### src/rtl/prbs_chk_pkg.sv
package prbs_chk_pkg;
   // polynomial x^ORDER + x^TAP + 1
   localparam int PRBS_ORDER = 31;
   localparam int PRBS_TAP   = 28;
   // word width select codes
   localparam logic [1:0] WSEL_NARROW = 2'b10;
   localparam logic [1:0] WSEL_WIDE   = 2'b11;
   // read select codes
   localparam logic RSEL_ERR = 1'b0;
   localparam logic RSEL_SMP = 1'b1;
endpackage

### src/rtl/prbs_word_predict.sv
module prbs_word_predict
   import prbs_chk_pkg::*;
#(
   parameter int NARROW_W = 16,
   parameter int WIDE_W   = 20,
   localparam int CNT_W   = $clog2(WIDE_W + 1)
) (
   input  logic [PRBS_ORDER-1:0] hist_i,
   input  logic [WIDE_W-1:0]     data_i,
   input  logic                  wide_i,
   input  logic                  seeding_i,
   output logic [PRBS_ORDER-1:0] hist_o,
   output logic [CNT_W-1:0]      nerr_o
);
   logic [PRBS_ORDER-1:0] h;
   logic [CNT_W-1:0]      cnt;
   logic                  pbit;

   // hist[k] holds the bit received k+1 positions ago
   always_comb begin
      h    = hist_i;
      cnt  = '0;
      pbit = 1'b0;
      for (int i = 0; i < WIDE_W; i++) begin
         if (i < NARROW_W || wide_i) begin
            pbit = h[PRBS_ORDER-1] ^ h[PRBS_TAP-1];
            if (!seeding_i && (pbit != data_i[i])) cnt = cnt + 1'b1;
            h = {h[PRBS_ORDER-2:0], seeding_i ? data_i[i] : pbit};
         end
      end
      hist_o = h;
      nerr_o = cnt;
   end
endmodule

### config.mk
export PLATFORM = sky130hd
export DESIGN_NAME = prbs_word_predict
export DESIGN_NICKNAME = d
export VERILOG_FILES = /design/src/rtl/prbs_chk_pkg.sv /design/src/rtl/prbs_word_predict.sv
export SDC_FILE = /design/constraint.sdc
export NUM_CORES = 1
export LEC_CHECK = 0
export BUFFER_PORTS_ARGS = -buffer_cell sky130_fd_sc_hd__buf_4
export CORE_MARGIN = 2
export CORE_UTILIZATION = 55
export DETAILED_ROUTE_END_ITERATION = 8
export PLACE_DENSITY = 0.89
export SLEW_MARGIN = 25
export SYNTH_ARGS = -nofsm -noshare
export SYNTH_HDL_FRONTEND = slang
export SYNTH_SLANG_ARGS = --single-unit
export TNS_END_PERCENT = 1
### constraint.sdc
create_clock -name vclk -period 19.89
set_clock_uncertainty 0.15 [all_clocks]
set_input_delay 3.978 -clock vclk [all_inputs]
set_output_delay 3.978 -clock vclk [all_outputs]
set_load 0.005 [all_outputs]
==> results.md, run 1 <==
- Relative slew slack: 38.3%
- Port bufs: 89
- Syn Inst Count: 534
- CP endpoint kind: output pin
- Synth warnings: 0
- Worst path bufs/invs: 4
- Die X-Extent: 89.7 um
- Yosys top cell area share: 14.7%
- Routability cong.: 0.955
- Most numerous cell in the Yosys netlist: xnor2_1
- Post-DR wirelength/cell: 16.2 um
- Critical Path Max Stage Delay: 0.43 ns
- Floorplan row count: 31
- Seq_cells: 0
- DR pass1 iterations: 5
- Placed wire-length estimate: 9440 um
- Global router's overall resource usage: 26.5%
- Final slew viol count: 0
- Crit share post-route: 95.4%
- CP Max Fanout: 43
- Period minus WS final: 18.98 ns
- Syn_nets: 608
- Die H: 89.7 um
- Antenna fix cells: 0
- Post-Syn Area: 4040 um2
- Power density cells: 139 nW/um2
- Area of the die: 8050 um2
- Mux share of post-synthesis cell area: 12.2%
- Share of layout cells above drive strength 1: 24.4%
- Drt drc: 0
- Final hold violation count: 0
- Critical Path Slowest Stage Cell: ha_1
- Static leakage: 2.10 nW
- Synth Area in XOR/XNOR: 36.2%
- Sequential cell area: 0 um2
- Setup TNS: 0 ns
- Number of DRC violations after detailed-routing iteration 0: 214
- Critical Path AT: 14.85 ns
- Vias per cell: 6.02
- Setup WS pre-CTS: 0.511 ns
- CP dominant cell by count: ha_1
- CP delay by family, top: adder cells
- HP Class: in2out
- Synth top cells by count: xnor2_1 (68), nand2_1 (60), nor2_1 (53)
- Finished Cell Area: 4770 um2
- Antenna-violating nets left: 0
- Adder-cell share of the synthesized area: 6.51%
- Boundary pin count: 89
- Outcome: completed
- Final-layout clock buffer total: 0
- Placed Area: 4720 um2
- First-pass GRT wire length: 17400 um
- Min setup slack post-route: 0.909 ns
- CP Data Required Time: 15.76 ns
- Largest net degree at the start of global routing: 44
- Peak Freq: 52.7 MHz
- RSZ-0062 raised after global routing: false
- Number of global-route vias before repair: 3817
- Core Area: 7180 um2
- Synth area leaders: xnor2_1 (15%), xnor3_1 (8.4%), mux2_2 (6.7%)
- Sequential area share after synthesis: 0%
- VDD IR max: 0.0684 mV
- Simple-Gate Fraction of Synth Area: 21.5%
- Global route overflow: 0
- Vias: 4197
- Synth cell types: 70
- Largest family of logic cells by synthesized area: XOR/XNOR gates
- Setup CP Type: in2out
- Synth Area per Inst: 7.56 um2
- Initial core utilization: 56.3%
- Final core occ: 66.5%
- Initial antenna violation count: 0
- Final setup viols: 0
- Worst setup SP type: input pin
- Cell taking the most area after synthesis: xnor2_1
- MaxCap Viol Count: 0
- Final wirelength: 11300 um
- Worst slew pin tran: 0.922 ns
- Area grow syn2layout: 18.1%
- Compound-Gate Fraction of Synth Area: 19.1%
- Post-layout nets: 674
[path summary, 6_finish.rpt]
path / depth (start not counted) / endpoint / startpoint
worst max-delay path: 59 / nerr_o[4] / seeding_i
worst min-delay path: 3 / hist_o[17] / hist_i[1]
[placed cells by master, fill, tap and decap left out, drive strengths merged, types with 4 or more instances in the layout]
master / instances
buf: 92
xnor3: 17
a21oi: 20
and2: 8
o211ai: 7
o31ai: 4
xor2: 29
ha: 21
nor3: 8
mux2i: 14
or2: 8
nand2: 60
xnor2: 72
nand4: 4
nand2b: 4
xor3: 5
inv: 17
nor2: 54
a31oi: 8
nand3: 20
a211oi: 7
mux2: 25
and3: 5
o2111ai: 4
o21ai: 37
[routing by layer]
metal / vias to the layer above / GRT usage [%] / wire length (um)
met5: - / 0 / 0
li1: 2043 / - / -
met4: 0 / 6.92 / 291
met3: 24 / 1.55 / 836
met2: 203 / 49.6 / 5590
met1: 1927 / 32.8 / 4580
[cell families (layout without fill, tap and decap cells)]
logic type | after synthesis | after routing
fa+ha+maj | 21 | 21
simple gates | 186 | 186
xor+xnor | 123 | 123
mux | 42 | 42
buf+inv | 46 | 110
compound gates | 116 | 116
[through the flow]
step           hold slack [ns]  power, mW  cells
3_5_place_dp              8.11      0.648    695
4_1_cts                   8.12      0.654    695
3_3_place_gp              8.11      0.627    695
6_report                  8.12      0.662    697
5_1_grt                   8.12      0.736    697
2_1_floorplan             7.93      0.512    534
[report_power, final]
group	internal [mW]	total (mW)	switching, mW
Sequential	0	0	0
Combinational	0.314	0.662	0.347
Clock	0	0	0
Total	0.314	0.662	0.347
[final cells by class]
class,instances,area [um2]
Fill cell,552,2410
Multi-Input combinational cell,488,3880
Tap cell,99,124
Timing Repair Buffer,92,694
Inverter,18,71.3
[timing repair]
item,in CTS,in global routing
endpoints found under the hold margin,0,0
buffers inserted,0,2
endpoints found under the setup margin,0,1
gates resized for setup,0,7
hold buffers,0,0
(Power assumes the default switching activity.)
==> run 2: changes to the inputs <==
--- a/config.mk
+++ b/config.mk
@@ -5,6 +5,7 @@
 export SDC_FILE = /design/constraint.sdc
 export NUM_CORES = 1
 export LEC_CHECK = 0
+export ABC_AREA = 1
 export BUFFER_PORTS_ARGS = -buffer_cell sky130_fd_sc_hd__buf_4
 export CORE_MARGIN = 2
 export CORE_UTILIZATION = 55
==> results.md, run 2 <==
- Outcome: completed
- Finished Cell Area: 4480 um2
- Die X-Extent: 86.9 um
- Yosys top cell area share: 21.3%
- Worst setup SP type: input pin
- CP Max Fanout: 57
- Synth top cells by count: nand2_1 (215), inv_1 (116), nand3_1 (83)
- Number of DRC violations after detailed-routing iteration 0: 240
- Period minus WS final: 17.36 ns
- Share of layout cells above drive strength 1: 22.6%
- Mux share of post-synthesis cell area: 1.36%
- Worst Hold Depth: 4
- HP Class: in2out
- Synth cell types: 41
- CTS resizes: 0
- Syn_nets: 803
- VDD IR max: 0.0278 mV
- CP dominant cell by count: nand2_1
- Hold endpoint: hist_o[22]
- Synth warnings: 0
- Core Area: 6720 um2
- Most common cell after layout, fill and taps aside: nand2_1
- Peak Freq: 57.6 MHz
- Drt drc: 0
- Fin Hold WS: 8.09 ns
- Most numerous cell in the Yosys netlist: nand2_1
- Post-CTS Hold Buffers: 0
- Antenna-violating nets left: 0
- Global route overflow: 0
- Antenna fix cells: 0
- Routability cong.: 0.963
- Compound-Gate Fraction of Synth Area: 12.2%
- Global router's overall resource usage: 28.5%
- Post-layout nets: 880
- Final slew viol count: 0
- Final-layout clock buffer total: 0
- Syn Inst Count: 729
- MaxCap Viol Count: 0
- CP Data Required Time: 15.76 ns
- Final wirelength: 10500 um
- CP endpoint kind: output pin
- Synth Area in XOR/XNOR: 6.72%
- Synth area leaders: nand2_1 (21%), inv_1 (12%), nand3_1 (11%)
- Die H: 86.9 um
- Seq_cells: 0
- Post-DR wirelength/cell: 11.8 um
- Synth Area per Inst: 5.19 um2
- Largest net degree at the start of global routing: 58
- Worst slew pin tran: 0.845 ns
- Vias: 4736
- Sequential cell area: 0 um2
- Hold_sp: hist_i[2]
- Adder-cell share of the synthesized area: 6.95%
- Boundary pin count: 89
- First-pass GRT wire length: 18400 um
- Placed Area: 4480 um2
- Most frequent cells in the layout: nand2_1 (215), inv_1 (116), buf_4 (89)
- Setup CP Type: in2out
- Area grow syn2layout: 18.5%
- Critical Path Slowest Stage Cell: inv_4
- Setup TNS: 0 ns
- Cell taking the most area after synthesis: nand2_1
- Placed wire-length estimate: 8990 um
- Layout fillers: 618
- Static leakage: 2.57 nW
- Power density cells: 58.7 nW/um2
- Area of the die: 7560 um2
- Final hold violation count: 0
- Post-CTS setup buffer count: 0
- Sequential area share after synthesis: 0%
- Initial antenna violation count: 0
- Final setup viols: 0
- DR pass1 iterations: 7
- Largest family of logic cells by synthesized area: simple AND/OR/NAND/NOR gates
- Critical Path AT: 13.23 ns
- Critical Path Max Stage Delay: 0.40 ns
- Simple-Gate Fraction of Synth Area: 58.4%
- Number of global-route vias before repair: 4356
- Floorplan row count: 30
- Relative slew slack: 43.3%
- Initial core utilization: 56.3%
- RSZ-0062 raised after global routing: false
- Port bufs: 89
- Crit share post-route: 87.3%
- Vias per cell: 5.36
- Post-Syn Area: 3780 um2
- Overall power: 263 uW
[run 2: kinds of logic after synthesis]
| kind of cell | after synthesis |
|---|---|
| AND/OR/NAND/NOR | 452 |
| buffers and inverters | 139 |
| AO/OA/AOI/OAI | 83 |
| XOR/XNOR | 29 |
| adder cells (fa/ha/maj) | 21 |
| multiplexers | 5 |
[run 2: worst max path at each step]
stage	start	depth (start not counted)	endpoint
floorplan	seeding_i	64	nerr_o[4]
global placement	seeding_i	68	nerr_o[4]
detailed placement	seeding_i	68	nerr_o[4]
CTS	seeding_i	68	nerr_o[4]
global route	seeding_i	68	nerr_o[4]
finish	seeding_i	68	nerr_o[4]
[run 2: worst max-delay path: cells and delay by family]
kind	cells	cell delay (ns)
AND/OR/NAND/NOR	36	3.65
AO/OA/AOI/OAI	6	0.95
XOR/XNOR	2	0.32
buffers and inverters	13	1.35
adder cells (fa/ha/maj)	11	2.94
[run 2: report_power, final]
| group | leakage [nW] | switching [mW] | internal, mW |
|---|---|---|---|
| logic | 2.57 | 0.162 | 0.101 |
| registers | 0 | 0 | 0 |
| clock network | 0 | 0 | 0 |
| total | 2.57 | 0.162 | 0.101 |
[run 2: layout make-up]
type                       count  area [um2]  area share [%]
tap                           80         100            2.23
multi-input combinational    590        3240            72.3
timing repair buffer          89         668            14.9
inverter                     125         472            10.5
[run 2: through the flow]
step / std cells / setup slack (ns) / utilization, %
after global placement: 884 / 3.06 / 66.7
after floorplan: 729 / 3.20 / -
after detailed placement: 884 / 2.66 / 66.7
after global routing: 884 / 1.74 / 66.7
final: 884 / 2.53 / 66.7
after CTS: 884 / 2.62 / 66.7
[run 2: layer usage]
| layer | global-route usage [%] | share of wire [%] | up-vias |
|---|---|---|---|
| met5 | 0 | 0 | - |
| met3 | 1.80 | 5.4 | 22 |
| met2 | 52.6 | 49 | 164 |
| met1 | 36.1 | 43 | 2064 |
| li1 | - | - | 2486 |
| met4 | 6.11 | 2.1 | 0 |
==> run 3: changes to the inputs <==
--- a/config.mk
+++ b/config.mk
@@ -6,11 +6,11 @@
 export NUM_CORES = 1
 export LEC_CHECK = 0
 export ABC_AREA = 1
-export BUFFER_PORTS_ARGS = -buffer_cell sky130_fd_sc_hd__buf_4
 export CORE_MARGIN = 2
 export CORE_UTILIZATION = 55
 export DETAILED_ROUTE_END_ITERATION = 8
-export PLACE_DENSITY = 0.89
+export DONT_BUFFER_PORTS = 1
+export PLACE_DENSITY = 0.73
 export SLEW_MARGIN = 25
 export SYNTH_ARGS = -nofsm -noshare
 export SYNTH_HDL_FRONTEND = slang
==> constraint.sdc (replaced) <==
create_clock -name vclk -period 15.9
set_clock_uncertainty 0.15 [all_clocks]
set_input_delay 3.18 -clock vclk [all_inputs]
set_output_delay 3.18 -clock vclk [all_outputs]
set_load 0.005 [all_outputs]
==> results.md, run 3 (synthesis results as in run 2) <==
- Global route overflow: 0
- Largest net degree at the start of global routing: 39
- Crit share post-route: 94.5%
- Final wirelength: 9680 um
- Vias per cell: 5.39
- Post-CTS Hold Buffers: 0
- Boundary pin count: 89
- Sequential cell area: 0 um2
- Routability cong.: 0.878
- Initial core utilization: 56.3%
- Worst Hold Depth: 1
- Critical Path AT: 11.70 ns
- Final hold violation count: 0
- Hold_sp: wide_i
- Static leakage: 2.14 nW
- Layout fillers: 681
- Post-layout nets: 792
- CP Max Fanout: 5
- Core Area: 6720 um2
- Antenna-violating nets left: 0
- CP Data Required Time: 12.57 ns
- Final slew viol count: 0
- Floorplan row count: 30
- Final-layout clock buffer total: 0
- Peak Freq: 66.5 MHz
- Antenna fix cells: 0
- Initial antenna violation count: 0
- Critical Path Max Stage Delay: 0.31 ns
- CP dominant cell by count: nand2_1
- Vias: 4287
- Final core occ: 57.1%
- First-pass GRT wire length: 16200 um
- Hold endpoint: hist_o[5]
- Number of DRC violations after detailed-routing iteration 0: 134
- Fin Hold WS: 6.28 ns
- Period minus WS final: 15.03 ns
- Die H: 86.9 um
- Outcome: completed
- Post-CTS setup buffer count: 0
- Worst path bufs/invs: 9
- CTS resizes: 0
- RSZ-0062 raised after global routing: false
- Placed wire-length estimate: 8500 um
- Setup CP Type: in2out
- Port bufs: 0
- Drt drc: 0
- Die X-Extent: 86.9 um
- CP endpoint kind: output pin
- Area of the die: 7560 um2
- Number of global-route vias before repair: 3805
- Global router's overall resource usage: 25.5%
- Critical Path Slowest Stage Cell: ha_1
- Most frequent cells in the layout: nand2_1 (215), inv_1 (116), nand3_1 (83)
- Seq_cells: 0
- Final setup viols: 0
- Power density cells: 74.5 nW/um2
- Area grow syn2layout: 1.36%
- Most common cell after layout, fill and taps aside: nand2_1
- Share of layout cells above drive strength 1: 13.5%
- DR pass1 iterations: 6
- Area taken by multi-input logic gates: 3250 um2
- HP Class: in2out
- VDD IR max: 0.0369 mV
- Relative slew slack: 45.6%
- Post-DR wirelength/cell: 12.2 um
- Worst setup SP type: input pin
- Setup TNS: 0 ns
- Levels on crit path: 61
- Worst slew pin tran: 0.811 ns
- MaxCap Viol Count: 0
- CP delay by family, top: simple AND/OR/NAND/NOR gates
## run 3: cell types whose count changed in the layout (fill, tap and decap cells not counted), sizes merged
| cell | before | now |
|---|---|---|
| buf | 89 | 1 |
## run 3: worst max-delay path by stage
stage / startpoint / to
after CTS: hist_i[26] / nerr_o[4]
after global placement: hist_i[26] / nerr_o[4]
after detailed placement: hist_i[26] / nerr_o[4]
after global routing: hist_i[26] / nerr_o[4]
final: hist_i[30] / nerr_o[4]
after floorplan: seeding_i / nerr_o[4]
## run 3: where the power goes
group / total [mW] / internal [mW] / switching (mW)
combinational: 0.286 / 0.101 / 0.185
clock: 0 / 0 / 0
sequential: 0 / 0 / 0
## run 3: stage by stage
| stage | instances | power, mW | setup slack, ns | area (um2) |
|---|---|---|---|---|
| 2_1_floorplan | 729 | 0.240 | 0.805 | 3780 |
| 3_3_place_gp | 796 | 0.275 | 0.957 | 3820 |
| 4_1_cts | 796 | 0.284 | 0.749 | 3820 |
| 5_1_grt | 796 | 0.331 | 0.0153 | 3830 |
| 3_5_place_dp | 796 | 0.283 | 0.781 | 3820 |
| 6_report | 796 | 0.286 | 0.868 | 3830 |
## run 3: area by class of cell
| cell class | instances | area share [%] |
|---|---|---|
| multi-input cells | 590 | 84.9 |
| inverters | 125 | 12.3 |
| repair buffers | 1 | 0.196 |
| well taps | 80 | 2.61 |
## run 3: routing by layer
metal	share of wire, %	global-route usage (%)	vias to the layer above
li1	-	-	2300
met1	46	31.4	1870
met2	49	48.4	111
met3	4.6	2.46	6
met4	1.1	3.41	0
met5	0	0	-
